**config.mk**
```make
export PLATFORM = sky130hd
export DESIGN_NAME = pio_irq_top
export DESIGN_NICKNAME = d
export VERILOG_FILES = /design/src/rtl/pio_pkg.sv /design/src/rtl/pio_sync.sv /design/src/rtl/pio_edge.sv /design/src/rtl/pio_capture.sv /design/src/rtl/pio_regs.sv /design/src/rtl/pio_irq_top.sv
export SDC_FILE = /design/constraint.sdc
export NUM_CORES = 1
export LEC_CHECK = 0
export ABC_AREA = 1
export BUFFER_PORTS_ARGS = -buffer_cell sky130_fd_sc_hd__buf_4
export CAP_MARGIN = 20
export CORE_MARGIN = 5
export CORE_UTILIZATION = 55
export DETAILED_ROUTE_END_ITERATION = 6
export GPL_TIMING_DRIVEN = 0
export HOLD_SLACK_MARGIN = 0.02
export PLACE_DENSITY = 0.76
export SLEW_MARGIN = 10
export SYNTH_ARGS = -nofsm -noshare
export SYNTH_HDL_FRONTEND = slang
export SYNTH_SLANG_ARGS = --single-unit
```
**constraint.sdc**
```tcl
create_clock -name clk -period 1.4 [get_ports clk]
set_input_delay 0.21 -clock clk [delete_from_list [all_inputs] [get_ports clk]]
set_output_delay 0.21 -clock clk [all_outputs]
set_load 0.02 [all_outputs]
```
**src/rtl/pio_pkg.sv**
```systemverilog
package pio_pkg;
  localparam int BUS_W = 32;
  localparam int SEL_W = 2;

  // Trigger kinds, fixed at build time
  localparam int TRIG_RISE  = 0;
  localparam int TRIG_FALL  = 1;
  localparam int TRIG_BOTH  = 2;
  localparam int TRIG_LEVEL = 3;

  typedef enum logic [SEL_W-1:0] {
    SEL_DATA = 2'd0,
    SEL_DIR  = 2'd1,
    SEL_MASK = 2'd2,
    SEL_CAPT = 2'd3
  } reg_sel_e;
endpackage

```
**src/rtl/pio_sync.sv**
```systemverilog
module pio_sync #(
  parameter int W      = 32,
  parameter int STAGES = 2
) (
  input  logic         clk,
  input  logic         rst,
  input  logic [W-1:0] raw,
  output logic [W-1:0] synced
);
  logic [W-1:0] stage_q [STAGES];

  for (genvar g = 0; g < STAGES; g++) begin : g_stage
    if (g == 0) begin : g_first
      always_ff @(posedge clk) begin
        if (rst) stage_q[g] <= '0;
        else     stage_q[g] <= raw;
      end
    end else begin : g_next
      always_ff @(posedge clk) begin
        if (rst) stage_q[g] <= '0;
        else     stage_q[g] <= stage_q[g-1];
      end
    end
  end

  assign synced = stage_q[STAGES-1];
endmodule

```
**src/rtl/pio_edge.sv**
```systemverilog
module pio_edge
  import pio_pkg::*;
#(
  parameter int W       = 32,
  parameter int TRIGGER = TRIG_RISE
) (
  input  logic         clk,
  input  logic         rst,
  input  logic [W-1:0] cur,
  output logic [W-1:0] hit
);
  logic [W-1:0] prev_q;

  always_ff @(posedge clk) begin
    if (rst) prev_q <= '0;
    else     prev_q <= cur;
  end

  if (TRIGGER == TRIG_RISE) begin : g_rise
    assign hit = cur & ~prev_q;
  end else if (TRIGGER == TRIG_FALL) begin : g_fall
    assign hit = ~cur & prev_q;
  end else begin : g_both
    assign hit = cur ^ prev_q;
  end
endmodule

```
**src/rtl/pio_capture.sv**
```systemverilog
module pio_capture #(
  parameter int W = 32
) (
  input  logic         clk,
  input  logic         rst,
  input  logic [W-1:0] clr,
  input  logic [W-1:0] hit,
  output logic [W-1:0] cap_q
);
  // A new transition takes priority over a clear on the same bit
  always_ff @(posedge clk) begin
    if (rst) cap_q <= '0;
    else     cap_q <= (cap_q & ~clr) | hit;
  end
endmodule

```
**src/rtl/pio_regs.sv**
```systemverilog
module pio_regs
  import pio_pkg::*;
#(
  parameter int W = 32
) (
  input  logic             clk,
  input  logic             rst,
  input  logic [SEL_W-1:0] sel,
  input  logic             wr,
  input  logic [W-1:0]     wdata,
  output logic [W-1:0]     data_q,
  output logic [W-1:0]     dir_q,
  output logic [W-1:0]     mask_q,
  output logic [W-1:0]     capt_clr
);
  reg_sel_e sel_e;
  assign sel_e = reg_sel_e'(sel);

  always_ff @(posedge clk) begin
    if (rst) begin
      data_q <= '0;
      dir_q  <= '0;
      mask_q <= '0;
    end else if (wr) begin
      case (sel_e)
        SEL_DATA: data_q <= wdata;
        SEL_DIR:  dir_q  <= wdata;
        SEL_MASK: mask_q <= wdata;
        default:  ;
      endcase
    end
  end

  always_comb begin
    capt_clr = '0;
    if (wr && sel_e == SEL_CAPT) capt_clr = wdata;
  end
endmodule

```
**src/rtl/pio_irq_top.sv**
```systemverilog
module pio_irq_top
  import pio_pkg::*;
#(
  parameter int PIN_COUNT   = 32,
  parameter int TRIGGER     = TRIG_RISE,
  parameter int SYNC_STAGES = 2
) (
  input  logic                 clk,
  input  logic                 rst,
  input  logic [SEL_W-1:0]     bus_addr,
  input  logic                 bus_wr,
  input  logic [BUS_W-1:0]     bus_wdata,
  output logic [BUS_W-1:0]     bus_rdata,
  input  logic [PIN_COUNT-1:0] pin_in,
  output logic [PIN_COUNT-1:0] pin_out,
  output logic [PIN_COUNT-1:0] pin_oe,
  output logic                 irq
);
  localparam bit IS_LEVEL = (TRIGGER == TRIG_LEVEL);

  logic [PIN_COUNT-1:0] synced;
  logic [PIN_COUNT-1:0] edge_hit;
  logic [PIN_COUNT-1:0] cap_q;
  logic [PIN_COUNT-1:0] data_q;
  logic [PIN_COUNT-1:0] dir_q;
  logic [PIN_COUNT-1:0] mask_q;
  logic [PIN_COUNT-1:0] capt_clr;
  logic [PIN_COUNT-1:0] rd_word;
  logic                 irq_d;

  pio_sync #(.W(PIN_COUNT), .STAGES(SYNC_STAGES)) u_sync (
    .clk    (clk),
    .rst    (rst),
    .raw    (pin_in),
    .synced (synced)
  );

  pio_regs #(.W(PIN_COUNT)) u_regs (
    .clk      (clk),
    .rst      (rst),
    .sel      (bus_addr),
    .wr       (bus_wr),
    .wdata    (bus_wdata[PIN_COUNT-1:0]),
    .data_q   (data_q),
    .dir_q    (dir_q),
    .mask_q   (mask_q),
    .capt_clr (capt_clr)
  );

  if (IS_LEVEL) begin : g_level
    assign edge_hit = '0;
    assign irq_d    = |(synced & mask_q);
  end else begin : g_edge
    pio_edge #(.W(PIN_COUNT), .TRIGGER(TRIGGER)) u_edge (
      .clk (clk),
      .rst (rst),
      .cur (synced),
      .hit (edge_hit)
    );
    assign irq_d = |(cap_q & mask_q);
  end

  pio_capture #(.W(PIN_COUNT)) u_capt (
    .clk   (clk),
    .rst   (rst),
    .clr   (capt_clr),
    .hit   (edge_hit),
    .cap_q (cap_q)
  );

  always_comb begin
    case (reg_sel_e'(bus_addr))
      SEL_DATA: rd_word = synced;
      SEL_DIR:  rd_word = dir_q;
      SEL_MASK: rd_word = mask_q;
      default:  rd_word = cap_q;
    endcase
  end

  always_ff @(posedge clk) begin
    if (rst) begin
      bus_rdata <= '0;
      irq       <= 1'b0;
    end else begin
      bus_rdata <= BUS_W'(rd_word);
      irq       <= irq_d;
    end
  end

  assign pin_out = data_q;
  assign pin_oe  = dir_q;
endmodule

```
# Word level (Yosys, flattened, before mapping)
# Memory sizes are Yosys's and may differ from the RTL's.
# Cells that the tools add are included.
# W data, S select, Z words.
[classes] reduce_logical=6 mux=7 n_eq_ne=3 bitwise_logic=8
[ops] cell="$and A32 B32 Y32" count=3
[ops] cell="$mux W32" count=3
[ops] cell="$pmux W32 S3" count=1
[ops] cell="$not A32 Y32" count=2
[ops] cell="$or A32 B32 Y32" count=1
[ops] cell="$reduce_or A32 Y1" count=1
[ops] cell="$reduce_and A2 Y1" count=3
[ops] cell="$eq A2 B2 Y1 const B" count=2
[ops] cell="$mux W1" count=3
[ops] cell="$eq A2 B1 Y1 const B" count=1
[ops] cell="$logic_not A2 Y1" count=1
[ops] cell="$or A1 B1 Y1" count=2
[ops] cell="$logic_and A1 B1 Y1" count=1
[word_totals] output_inout_bits=97 inputBits=69 mem_count=1 regBits=193 mem_bits_rw=64
[mem_list] memory="u_sync.stage_q" depth=2 word_bits=32 rd=2 rd_clocked_by_memory_dff=0 write_ports=2 line="pio_sync.sv:10" text="logic [W-1:0] stage_q [STAGES];"

# Logic depth before layout (Yosys ltp)
# Gate-level depths: netlist of run 1.
[logic_depth] depth_word=6 mapped_depth=8 ltp_nobuf=6

# Hierarchy
# Synthesis of run 1 repeated with hierarchy kept, for this count alone.
[unflattened] cells_unflattened=1489 hier_area_um2=10251.1
[by_module_without_submodules] mod="pio_regs" cells_per_inst=653 area_per_inst_um2=4242.8 seq_area_each_um2=1921.8 instances=1
[by_module_without_submodules] mod="pio_irq_top" cells_per_inst=343 area_per_inst_um2=1938.1 seq_area_each_um2=660.6 instances=1
[by_module_without_submodules] mod="pio_sync" cells_per_inst=199 area_per_inst_um2=1840.5 seq_area_each_um2=1281.2 instances=1
[by_module_without_submodules] mod="pio_capture" cells_per_inst=163 area_per_inst_um2=1194.9 seq_area_each_um2=640.6 instances=1
[by_module_without_submodules] mod="pio_edge" cells_per_inst=131 area_per_inst_um2=1034.7 seq_area_each_um2=640.6 instances=1

# Worst setup path before layout of run 1
# Ideal clock, no wire load.
[synth_timing] kind="input port to flip-flop" from="input rst" to="register bus_rdata[11]" path_stages=6 t_arrival_ns=1.007 t_required_ns=1.343 setup_slack_ns=0.337 cell_sequence="buf_2 > inv_1 > buf_4 > clkbuf_1 > nand2_1 > inv_1"
[synth_lines] element="start: declaration" line="pio_irq_top.sv:9" text="input logic rst,"
[synth_lines] element="end signal: assignment" line="pio_irq_top.sv:85" text="bus_rdata <= BUS_W'(rd_word);"
[synth_lines] element="end: declaration" line="pio_irq_top.sv:13" text="output logic [BUS_W-1:0] bus_rdata,"
# No word-level cell between the ends.

# Worst setup path in the final report of run 1
[layout_timing] from="register u_regs.dir_q[9]" to="output pin_oe[9]"
[layout_lines] element="start: declaration" line="pio_regs.sv:12" text="output logic [W-1:0] dir_q,"
[layout_lines] element="start signal: assignment" line="pio_regs.sv:27" text="SEL_DIR: dir_q <= wdata;"
[layout_lines] element="end: declaration" line="pio_irq_top.sv:16" text="output logic [PIN_COUNT-1:0] pin_oe,"
# No word-level cell between the ends.

==> results by group, run 1 <==
Placed design
  • DP Area: 0.0108 mm^2
  • I/O Buffers: 164
  • Gpl congestion: 0.925
  • Pre-CTS setup slack: -0.156 ns
  • Detailed-placement wirelength estimate: 18.6 mm

STA
  • Final worst path period share: roughly nine tenths
  • Setup Skew: 0.0188 ns
  • Slew margin rel.: 57.2%
  • Max frequency: around 0.78 GHz
  • Final Slew Violations: 0
  • Final hold viol count: 0
  • Final setup viols: 0
  • Unrepaired setup endpoints after global routing: no
  • TNS Setup: 0 ns
  • Final WS setup: 0.113 ns
  • Final hold slack: 0.155 ns
  • Slew @ Worst Pin: 0.641 ns
  • Post-route minimum period: around 1.3 ns

Final layout
  • Fin area: 0.0122 mm^2
  • Fillers: 1326
  • Area growth from synthesis to layout: 31.0%
  • Antenna Cells: 0
  • Share of cells above drive strength 1: 17.4%
  • Final nets: 1532

Clock tree
  • Root Buffer: clkbuf_16
  • Clock sink total: 257
  • Inserted Clock Buffers: 25
  • CTS tree: built
  • Clk buf depth: 3
  • Latest clock arrival within the worst-skew pair: 0.53 ns
  • Clock-pin transition on the worst setup and hold timing paths: 0.06 ns
  • Hold-fix buffers at CTS: between 60 and 70
  • # H-tree levels: 1
  • Post-CTS sizing: 0
  • Post-CTS Setup Bufs: 0

Yosys
  • Post-synthesis sequential area ratio: 55.4%
  • Distinct cells, synth: 19
  • Syn nets: 1277
  • Seq cells post-synth: 257
  • Synth Area per Inst: a little under 8 um^2
  • Yosys warnings: 0
  • Mapped cell area: a little over 0.009 mm^2
  • Mapped Cells: 1208

Global route
  • Tot GR Track Use: 27.3%
  • Initial antenna violation count: 0
  • Grt total ovfl: 0
  • Global-route wire length before repair: 43.7 mm
  • Largest net degree at the start of global routing: 14
  • Vias in the first global route: around 8500

Drt
  • Per-cell routed wire length: ~16 um
  • Vias/cell: ~5.2
  • Routed via count: roughly 9000
  • Residual DRC: 0
  • DRT Pass-1 Iters: 5
  • Initial DRC count: 911
  • Post-DRT Antenna Nets: 0
  • Final wirelength: 27.6 mm

Floorplanning
  • I/O Pins: about 170
  • Die ar.: 0.0196 mm^2
  • Initial Util: 56.0%
  • Row count: 47
  • Core area: ~0.017 mm^2
  • Die span in y: around 140 um
  • Die width: 140 um

Worst setup path
  • CP delay by family, top: flip-flops
  • Critical Path Source: u_regs.dir_q[9]$_SDFFE_PP0P_
  • Critical path's largest stage delay: 0.38 ns
  • Worst-path fanout max: 3
  • CP Capture Type: output port
  • Arrival time at the worst endpoint: around 1.1 ns
  • Worst setup SP type: flip-flop
  • Worst path bufs/invs: 1
  • Cells along the critical path: buf_4
  • Crit path kind: flip-flop to output port
  • Reg2reg start: u_capt.cap_q[17]$_SDFF_PP0_
  • Worst EP required: 1.19 ns
  • Slowest-stage cell, CP: dfxtp_1

Worst hold path
  • Min-delay worst type: input port to flip-flop
  • Hold path startpoint: bus_wr

Power
  • Max VDD drop: 0.970 mV
  • Pwr dens: 1270 mW/mm^2
  • Leak: about 5.7 nW

Flow run
  • Max-cap violations: 0

Outcome
  • Status: finished, final reports clean
[final timing paths]
path,to,slack [ns],depth (start not counted)
worst max-delay path,pin_oe[9],0.11,1
worst min-delay path,u_regs.mask_q[31]$_SDFFE_PP0P_,0.16,4
worst max register to register,irq$_SDFF_PP0_,0.36,6
worst min register to register,u_sync.stage_q[1][6]$_SDFF_PP0_,0.40,2
[layout make-up]
cell class              count  area (um^2)  area share (%)
clock buffers              36          697            5.73
plain buffers              71          428            3.52
well taps                 220          275            2.26
repair buffers            228         1870            15.4
multi-input cells         733         3170            26.0
inverters                 147          552            4.53
clock inverters             6         33.8           0.278
flip-flops and latches    257         5140            42.3
[cell families (layout without fill, tap and decap cells)]
kind of cell / count (synthesis) / in the layout / share of synthesized area, %
buffers and inverters: 218 / 488 / 10.5
DFF: 257 / 257 / 55.4
AOI/OAI and AO/OA: 157 / 157 / 8.64
and+or+nand+nor: 576 / 576 / 25.4
[stage by stage]
| stage | std cells | total power, W | utilization, % |
|---|---|---|---|
| finish | 1698 | 0.0155 | 73.4 |
| global route | 1698 | 0.0161 | 73.4 |
| CTS | 1698 | 0.0155 | 73.4 |
| detailed placement | 1592 | 0.00937 | 65.1 |
| global placement | 1592 | 0.00934 | 65.1 |
| floorplan | 1208 | 0.00870 | - |
[metal layers]
layer / vias to the layer above / global-route usage (%) / share of wire [%]
li1: 4282 / - / -
met1: 4089 / 36.3 / 42
met2: 433 / 44.3 / 46
met3: 81 / 4.67 / 8.9
met4: 0 / 11.1 / 3.8
met5: - / 0 / 0
[state kept, by name, summed over array words and instances, names as in the netlist]
register,flops
bus_rdata,32
g_edge.u_edge.prev_q,32
irq,1
u_regs.data_q,32
u_regs.dir_q,32
u_capt.cap_q,32
u_sync.stage_q,64
u_regs.mask_q,32
[report_power, final]
part	switching (W)	internal [W]	leakage (nW)
clock	0.00269	0.00344	0.363
sequential	0.000166	0.00762	2.10
combinational	0.000942	0.000665	3.27
total	0.00379	0.0117	5.73
[Yosys cell counts (all sizes together)]
cell type    n  area, um^2
a21oi       97         485
nand4       32         200
nor2       167         639
nand2      295        1110
dfxtp      257        5140
o21ai       46         230
buf         53         360
o22ai       14        87.6
inv        147         552
clkbuf      18        67.6
nand3       82         410
[layout by cell type, fill, tap and decap left out]
cell	netlist	final
a21oi_1	97	97
nor2_4	1	1
nand2_1	294	294
nand4_1	32	32
clkbuf_16	0	25
o21ai_0	28	28
o21ai_1	18	18
buf_2	33	33
nor2_2	2	2
buf_1	2	2
inv_6	0	1
dfxtp_1	257	257
clkbuf_8	0	3
inv_1	143	143
buf_4	4	168
inv_2	4	4
nor2_1	164	164
o22ai_1	14	14
dlygate4sd3_1	0	64
buf_6	14	14
nand2_4	1	1
clkbuf_1	18	26
clkinv_2	0	5
nand3_1	82	82
Note: power is estimated with default switching activity, not from simulation.
==> run 2: changes to the inputs <==
--- a/config.mk
+++ b/config.mk
@@ -9,11 +9,11 @@
 export BUFFER_PORTS_ARGS = -buffer_cell sky130_fd_sc_hd__buf_4
 export CAP_MARGIN = 20
 export CORE_MARGIN = 5
-export CORE_UTILIZATION = 55
+export CORE_UTILIZATION = 59
 export DETAILED_ROUTE_END_ITERATION = 6
 export GPL_TIMING_DRIVEN = 0
 export HOLD_SLACK_MARGIN = 0.02
-export PLACE_DENSITY = 0.76
+export PLACE_DENSITY = 0.81
 export SLEW_MARGIN = 10
 export SYNTH_ARGS = -nofsm -noshare
 export SYNTH_HDL_FRONTEND = slang
==> constraint.sdc (replaced) <==
create_clock -name clk -period 1.6 [get_ports clk]
set_input_delay 0.24 -clock clk [delete_from_list [all_inputs] [get_ports clk]]
set_output_delay 0.24 -clock clk [all_outputs]
set_load 0.02 [all_outputs]
==> run 2 against run 1 <==
Clock power fell by 7.7%. Total power fell by 11%. Cell count is 1.1% lower. Non-clock buffer count decreased by 11. Critical path depth did not move. Critical endpoint is now pin_oe[31].
==> results by group, run 2 (synthesis gave the netlist of run 1 again) <==
Drt
  • DRT Pass-1 Iters: 6
  • Residual DRC: 0
  • Per-cell routed wire length: 16.5 um
  • Initial DRC count: approximately 1100
  • Vias/cell: 5.34
  • Final wirelength: 27.8 mm
  • Routed via count: approximately 9000
  • Post-DRT Antenna Nets: 0

Power
  • Max VDD drop: around 0.9 mV
  • Leak: 5.72 nW
  • Pwr dens: 1140 mW/mm^2

Floorplanning
  • Initial Util: 60.7%
  • Die width: about 140 um
  • Die ar.: 0.0184 mm^2
  • Die span in y: 136 um
  • Core area: 0.0153 mm^2
  • Row count: 45
  • I/O Pins: 166

Worst setup path
  • WP depth: 1
  • Worst path bufs/invs: 1
  • Worst-path fanout max: 3
  • CP delay by family, top: flip-flops
  • Worst EP required: roughly 1.4 ns
  • Worst setup SP type: flip-flop
  • Reg2reg end: irq$_SDFF_PP0_
  • Slowest-stage cell, CP: dfxtp_1
  • Cells along the critical path: buf_4
  • Worst Reg-to-Reg Cells: 6
  • Reg2reg start: u_regs.mask_q[0]$_SDFFE_PP0P_
  • CP Capture Type: output port
  • Crit path kind: flip-flop to output port
  • Arrival time at the worst endpoint: approximately 1.1 ns
  • Critical Path Source: u_regs.dir_q[31]$_SDFFE_PP0P_
  • Internal reg-to-reg setup slack: roughly 0.55 ns
  • Critical path's largest stage delay: 0.40 ns

Global route
  • Tot GR Track Use: between 20% and 30%
  • Largest net degree at the start of global routing: 14
  • Initial antenna violation count: 0
  • Grt total ovfl: 0
  • Vias in the first global route: 8669
  • Global-route wire length before repair: 43.4 mm

Clock tree
  • Root Buffer: clkbuf_16
  • CTS tree: built
  • Inserted Clock Buffers: 25
  • Clock sink total: approximately 260
  • Post-CTS sizing: 0
  • Latest clock arrival within the worst-skew pair: roughly 0.52 ns
  • Clk buf depth: 3
  • Clock-pin transition on the worst setup and hold timing paths: 0.06 ns
  • Post-CTS Setup Bufs: 0
  • # H-tree levels: 1

Final layout
  • Fillers: 1120
  • Final nets: 1521
  • Most common cell after layout, fill and taps aside: nand2_1
  • Max reg flops: 64
  • Area growth from synthesis to layout: 30.4%
  • Share of cells above drive strength 1: 17.7%
  • Biggest register: u_sync.stage_q
  • Most frequent cells in the layout: nand2_1 (294), dfxtp_1 (257), buf_4 (168)
  • Antenna Cells: 0
  • Fin cells: 1679

STA
  • Final Slew Violations: 0
  • Slew margin rel.: between 50% and 60%
  • Final hold viol count: 0
  • Max frequency: approximately 0.75 GHz
  • Final setup viols: 0
  • Setup Skew: 0.00979 ns
  • Unrepaired setup endpoints after global routing: no
  • Slew @ Worst Pin: 0.658 ns
  • Post-route minimum period: between 1 and 1.5 ns
  • TNS Setup: 0 ns
  • Final hold slack: about 0.026 ns
  • Final worst path period share: between 80 and 90%

Placed design
  • Gpl congestion: approximately 0.88
  • I/O Buffers: between 150 and 200
  • Detailed-placement wirelength estimate: between 15 and 20 mm
  • Inst Count DP: 1583

Worst hold path
  • Min-delay worst type: input port to flip-flop
  • Hold Path Stages: 3
  • Hold path startpoint: bus_wdata[16]
  • Hold Path End: u_regs.dir_q[16]$_SDFFE_PP0P_

Flow run
  • Max-cap violations: 0

Outcome
  • Status: finished, final reports clean
run 2: cell types whose count changed in the layout (fill, tap and decap cells not counted):
cell           before  now
clkbuf_1           26   24
clkbuf_8            3   10
clkinv_2            5    1
dlygate4sd3_1      64   53
run 2: routing by layer:
metal	wire length (um)	vias to the layer above	global-route usage, %	share of wire (%)
met4	1060	0	11.5	3.8
met5	0	-	0	0
li1	-	4265	-	-
met3	2970	98	6.28	11
met2	12800	541	48.3	46
met1	10900	4069	38.0	39
run 2: metrics by stage:
| step | power [W] | utilization, % | instance area (um^2) | setup WS, ns |
|---|---|---|---|---|
| global placement | 0.00816 | 70.4 | 10800 | 0.0456 |
| finish | 0.0139 | 79.1 | 12100 | 0.260 |
| CTS | 0.0139 | 79.1 | 12100 | 0.279 |
| global route | 0.0143 | 79.1 | 12100 | 0.248 |
| floorplan | 0.00761 | - | 9290 | 0.507 |
| detailed placement | 0.00819 | 70.4 | 10800 | 0.0203 |
run 2: where the power goes:
part	switching (W)	internal, W
clock	0.00233	0.00332
sequential	0.000146	0.00666
combinational	0.000828	0.000564
run 2: worst max-delay path by stage:
| stage | to |
|---|---|
| global placement | bus_rdata[5]$_SDFF_PP0_ |
| global route | pin_oe[31] |
| floorplan | bus_rdata[11]$_SDFF_PP0_ |
| finish | pin_oe[31] |
| detailed placement | u_capt.cap_q[19]$_SDFF_PP0_ |
| CTS | pin_oe[31] |
run 2: layout make-up:
| cell class | instances | area, um^2 | area share (%) |
|---|---|---|---|
| Buffer | 71 | 428 | 3.53 |
| Tap cell | 211 | 264 | 2.18 |
| Clock inverter | 2 | 13.8 | 0.114 |
| Sequential cell | 257 | 5140 | 42.5 |
| Clock buffer | 41 | 786 | 6.48 |
| Timing Repair Buffer | 217 | 1760 | 14.5 |
| Multi-Input combinational cell | 733 | 3170 | 26.1 |
| Inverter | 147 | 552 | 4.55 |
run 2: what timing repair did:
item,in CTS,in global routing
endpoints found under the hold margin,73,0
hold buffers,53,0
endpoints found under the setup margin,0,0
run 2: tightest hold or removal path, stage by stage:
cell	delay (ns)
buf_4	0.13
nand3_1	0.07
a21oi_1	0.06
==> run 3: changes to the inputs <==
--- a/config.mk
+++ b/config.mk
@@ -5,15 +5,15 @@
 export SDC_FILE = /design/constraint.sdc
 export NUM_CORES = 1
 export LEC_CHECK = 0
-export ABC_AREA = 1
+export ABC_AREA = 0
 export BUFFER_PORTS_ARGS = -buffer_cell sky130_fd_sc_hd__buf_4
 export CAP_MARGIN = 20
 export CORE_MARGIN = 5
-export CORE_UTILIZATION = 59
+export CORE_UTILIZATION = 49
 export DETAILED_ROUTE_END_ITERATION = 6
 export GPL_TIMING_DRIVEN = 0
 export HOLD_SLACK_MARGIN = 0.02
-export PLACE_DENSITY = 0.81
+export PLACE_DENSITY = 0.71
 export SLEW_MARGIN = 10
 export SYNTH_ARGS = -nofsm -noshare
 export SYNTH_HDL_FRONTEND = slang
==> constraint.sdc (replaced) <==
create_clock -name clk -period 1.1 [get_ports clk]
set_input_delay 0.165 -clock clk [delete_from_list [all_inputs] [get_ports clk]]
set_output_delay 0.165 -clock clk [all_outputs]
set_load 0.02 [all_outputs]
==> run 3 against run 2 <==
The flow now finishes with violations (setup timing). Flip-flop and latch count is the same. Core utilization fell by 7.7 points. Die area is 16% higher. Largest power group unchanged. Synthesized area fell by 2.9%. Global-route usage decreased by 4.7 points. Combinational power grew 40%. Register-to-register slack worse by 0.74 ns.
==> results by group, run 3 <==
Floorplanning
  • Die ar.: 0.0212 mm^2
  • Row count: 49
  • I/O Pins: 166
  • Die span in y: approximately 150 um
  • Die width: 146 um
  • Initial Util: 50.1%
  • Core area: 0.0180 mm^2

Drt
  • DRT Pass-1 Iters: 5
  • Routed via count: 7504
  • Post-DRT Antenna Nets: 0
  • Vias/cell: 5.19
  • Final wirelength: roughly 27 mm
  • Initial DRC count: 628
  • Residual DRC: 0
  • Per-cell routed wire length: 18.6 um

Global route
  • Grt total ovfl: 0
  • Global-route wire length before repair: 42.4 mm
  • Vias in the first global route: 7694
  • Largest net degree at the start of global routing: 15
  • Initial antenna violation count: 1
  • Tot GR Track Use: 24.7%

Yosys
  • Seq cells post-synth: around 260
  • Top-count cell post-synth: dfxtp_1
  • Synth Area in Simple Gates: 20.0%
  • Ys flop type: dfxtp_1
  • Syn nets: 991
  • Mux cell area share after synthesis: under 10%
  • Mapped Cells: a little over 900
  • Top cells by area, synth: dfxtp_1 (57%), mux4_2 (8.0%), nand2_1 (8.0%)
  • Top cell type by total area after synthesis: dfxtp_1
  • Post-synthesis compound-gate area fraction: 10.3%
  • Synth Area in Adders: 0%
  • Top cells by count, synth: dfxtp_1 (257), nand2_1 (192), a21oi_1 (128)
  • Distinct cells, synth: 23
  • Largest family of logic cells by synthesized area: simple AND/OR/NAND/NOR gates
  • Top cell type's share of synthesized area: a little under three fifths
  • XOR/XNOR Fraction of Synth Area: 0%
  • Async set-reset flop share out of synthesis: 0%
  • Yosys warnings: 0
  • Mapped cell area: about 0.009 mm^2
  • Post-synthesis sequential area ratio: 57.0%
  • Post-synth EDFFs: 0
  • Synth Area per Inst: 9.79 um^2

STA
  • Unrepaired setup endpoints after global routing: yes
  • Max frequency: just under 0.8 GHz
  • Slew @ Worst Pin: about 0.74 ns
  • Final hold viol count: 0
  • Final Slew Violations: 0
  • Final worst path period share: 117%
  • Setup Skew: a little under 0.02 ns
  • Final WS setup: -0.188 ns
  • Slew margin rel.: about half
  • Final setup viols: 107
  • Post-route minimum period: 1.29 ns

Final layout
  • Fillers: between 1000 and 1500
  • Max reg flops: 64
  • Fin util: 71.5%
  • Fin area: between 0.01 and 0.015 mm^2
  • Final nets: 1266
  • Biggest register: u_sync.stage_q
  • Share of cells above drive strength 1: between 30% and 40%
  • Most common cell after layout, fill and taps aside: nand2_1
  • Most frequent cells in the layout: nand2_1 (192), dfxtp_1 (135), a21oi_1 (128)
  • Area growth from synthesis to layout: 42.7%

Clock tree
  • CTS tree: built
  • Inserted Clock Buffers: 26
  • Clock-pin transition on the worst setup and hold timing paths: 0.06 ns
  • Clock sink total: 257
  • Clk buf depth: 3
  • Root Buffer: clkbuf_16
  • # H-tree levels: 1
  • Latest clock arrival within the worst-skew pair: approximately 0.53 ns

Worst setup path
  • Reg2reg start: u_capt.cap_q[27]$_SDFF_PP0_
  • Reg2reg end: irq$_SDFF_PP0_
  • Critical Path Source: u_capt.cap_q[27]$_SDFF_PP0_
  • Worst setup SP type: flip-flop
  • WP depth: 3
  • Critical path's largest stage delay: 0.47 ns
  • CP delay by family, top: compound AO/OA/AOI/OAI gates
  • Worst Reg-to-Reg Cells: 3
  • Slowest-stage cell, CP: o41a_1
  • Worst EP required: 1.50 ns
  • Cells along the critical path: a22oi_1 > nand4_1 > o41a_1
  • Crit path kind: flip-flop to flip-flop
  • Worst-path fanout max: 3
  • Setup crit end: irq$_SDFF_PP0_
  • Arrival time at the worst endpoint: around 1.7 ns
  • Internal reg-to-reg setup slack: -0.19 ns
  • Worst path bufs/invs: 0
  • CP Capture Type: flip-flop

Placed design
  • Gpl congestion: 0.870
  • Detailed-placement wirelength estimate: 18.1 mm
  • DP Area: between 0.01 and 0.015 mm^2
  • I/O Buffers: 164

Outcome
  • Failing checks: setup timing
  • Status: finished with violations

Power
  • Total power: ~0.021 W
  • Leak: 5.24 nW
  • Max VDD drop: 1.38 mV
  • Pwr dens: 1630 mW/mm^2

Worst hold path
  • Min-delay worst type: input port to flip-flop

Flow run
  • Max-cap violations: 0
## run 3: power breakdown
group / switching [W] / total [W] / leakage (nW) / internal, W
Clock: 0.00368 / 0.00906 / 0.445 / 0.00537
Combinational: 0.000955 / 0.00194 / 2.63 / 0.000988
Sequential: 0.000258 / 0.00995 / 2.16 / 0.00969
Total: 0.00490 / 0.0209 / 5.24 / 0.0161
## run 3: layout make-up
type | instances | area, um^2 | area share [%]
diodes | 1 | 2.50 | 0.0194
plain buffers | 60 | 322 | 2.50
clock buffers | 36 | 769 | 5.97
clock inverters | 12 | 123 | 0.952
inverters | 33 | 124 | 0.962
multi-input cells | 572 | 3540 | 27.5
flip-flops and latches | 257 | 5310 | 41.2
well taps | 229 | 287 | 2.22
repair buffers | 247 | 2400 | 18.7
## run 3: layer usage
| metal | routed length [um] | up-vias | share of wire, % | GRT usage [%] |
|---|---|---|---|---|
| met5 | 0 | - | 0 | 0 |
| met4 | 711 | 0 | 2.6 | 7.18 |
| met3 | 2020 | 44 | 7.5 | 5.51 |
| met2 | 13100 | 293 | 49 | 42.1 |
| met1 | 11100 | 3579 | 41 | 31.6 |
| li1 | - | 3588 | - | - |
## run 3: tightest hold or removal path: stages
cell and delay, ns:
buf_4 0.11, nand3b_1 0.18, nand2_1 0.12, a21oi_1 0.05
## run 3: logic make-up after synthesis
| logic type | after synthesis |
|---|---|
| AO/OA/AOI/OAI | 177 |
| buffers and inverters | 93 |
| flip-flops | 257 |
| multiplexers | 32 |
| AND/OR/NAND/NOR | 363 |
## run 3: what timing repair did
action / 4_1_cts / 5_1_grt
setup endpoints to repair: 116 / 166
pin swaps: 5 / 3
gates resized for setup: 221 / 55
setup buffers: 8 / 11
hold buffers: 64 / 0
hold endpoints to repair: 128 / 0
## run 3: worst min path at each step
stage	startpoint	end	slack [ns]	cells past startpoint
global route	bus_wr	u_regs.data_q[15]$_SDFFE_PP0P_	0.15	4
floorplan	pin_in[0]	u_sync.stage_q[0][0]$_SDFF_PP0_	0.29	1
detailed placement	pin_in[6]	u_sync.stage_q[0][6]$_SDFF_PP0_	0.38	2
global placement	pin_in[7]	u_sync.stage_q[0][7]$_SDFF_PP0_	0.37	2
CTS	bus_wr	u_regs.mask_q[0]$_SDFFE_PP0P_	0.11	4
finish	bus_wr	u_regs.dir_q[0]$_SDFFE_PP0P_	0.14	4
## run 3: metrics by stage
stage / setup TNS, ns / setup WS (ns) / hold slack, ns / std cells
finish: -4.34 / -0.188 / 0.137 / 1447
global route: -6.97 / -0.177 / 0.152 / 1447
CTS: -5.47 / -0.141 / 0.115 / 1435
detailed placement: -87.10 / -0.555 / 0.380 / 1315
global placement: -81.52 / -0.546 / 0.375 / 1315
floorplan: -0.958 / -0.0479 / 0.293 / 922
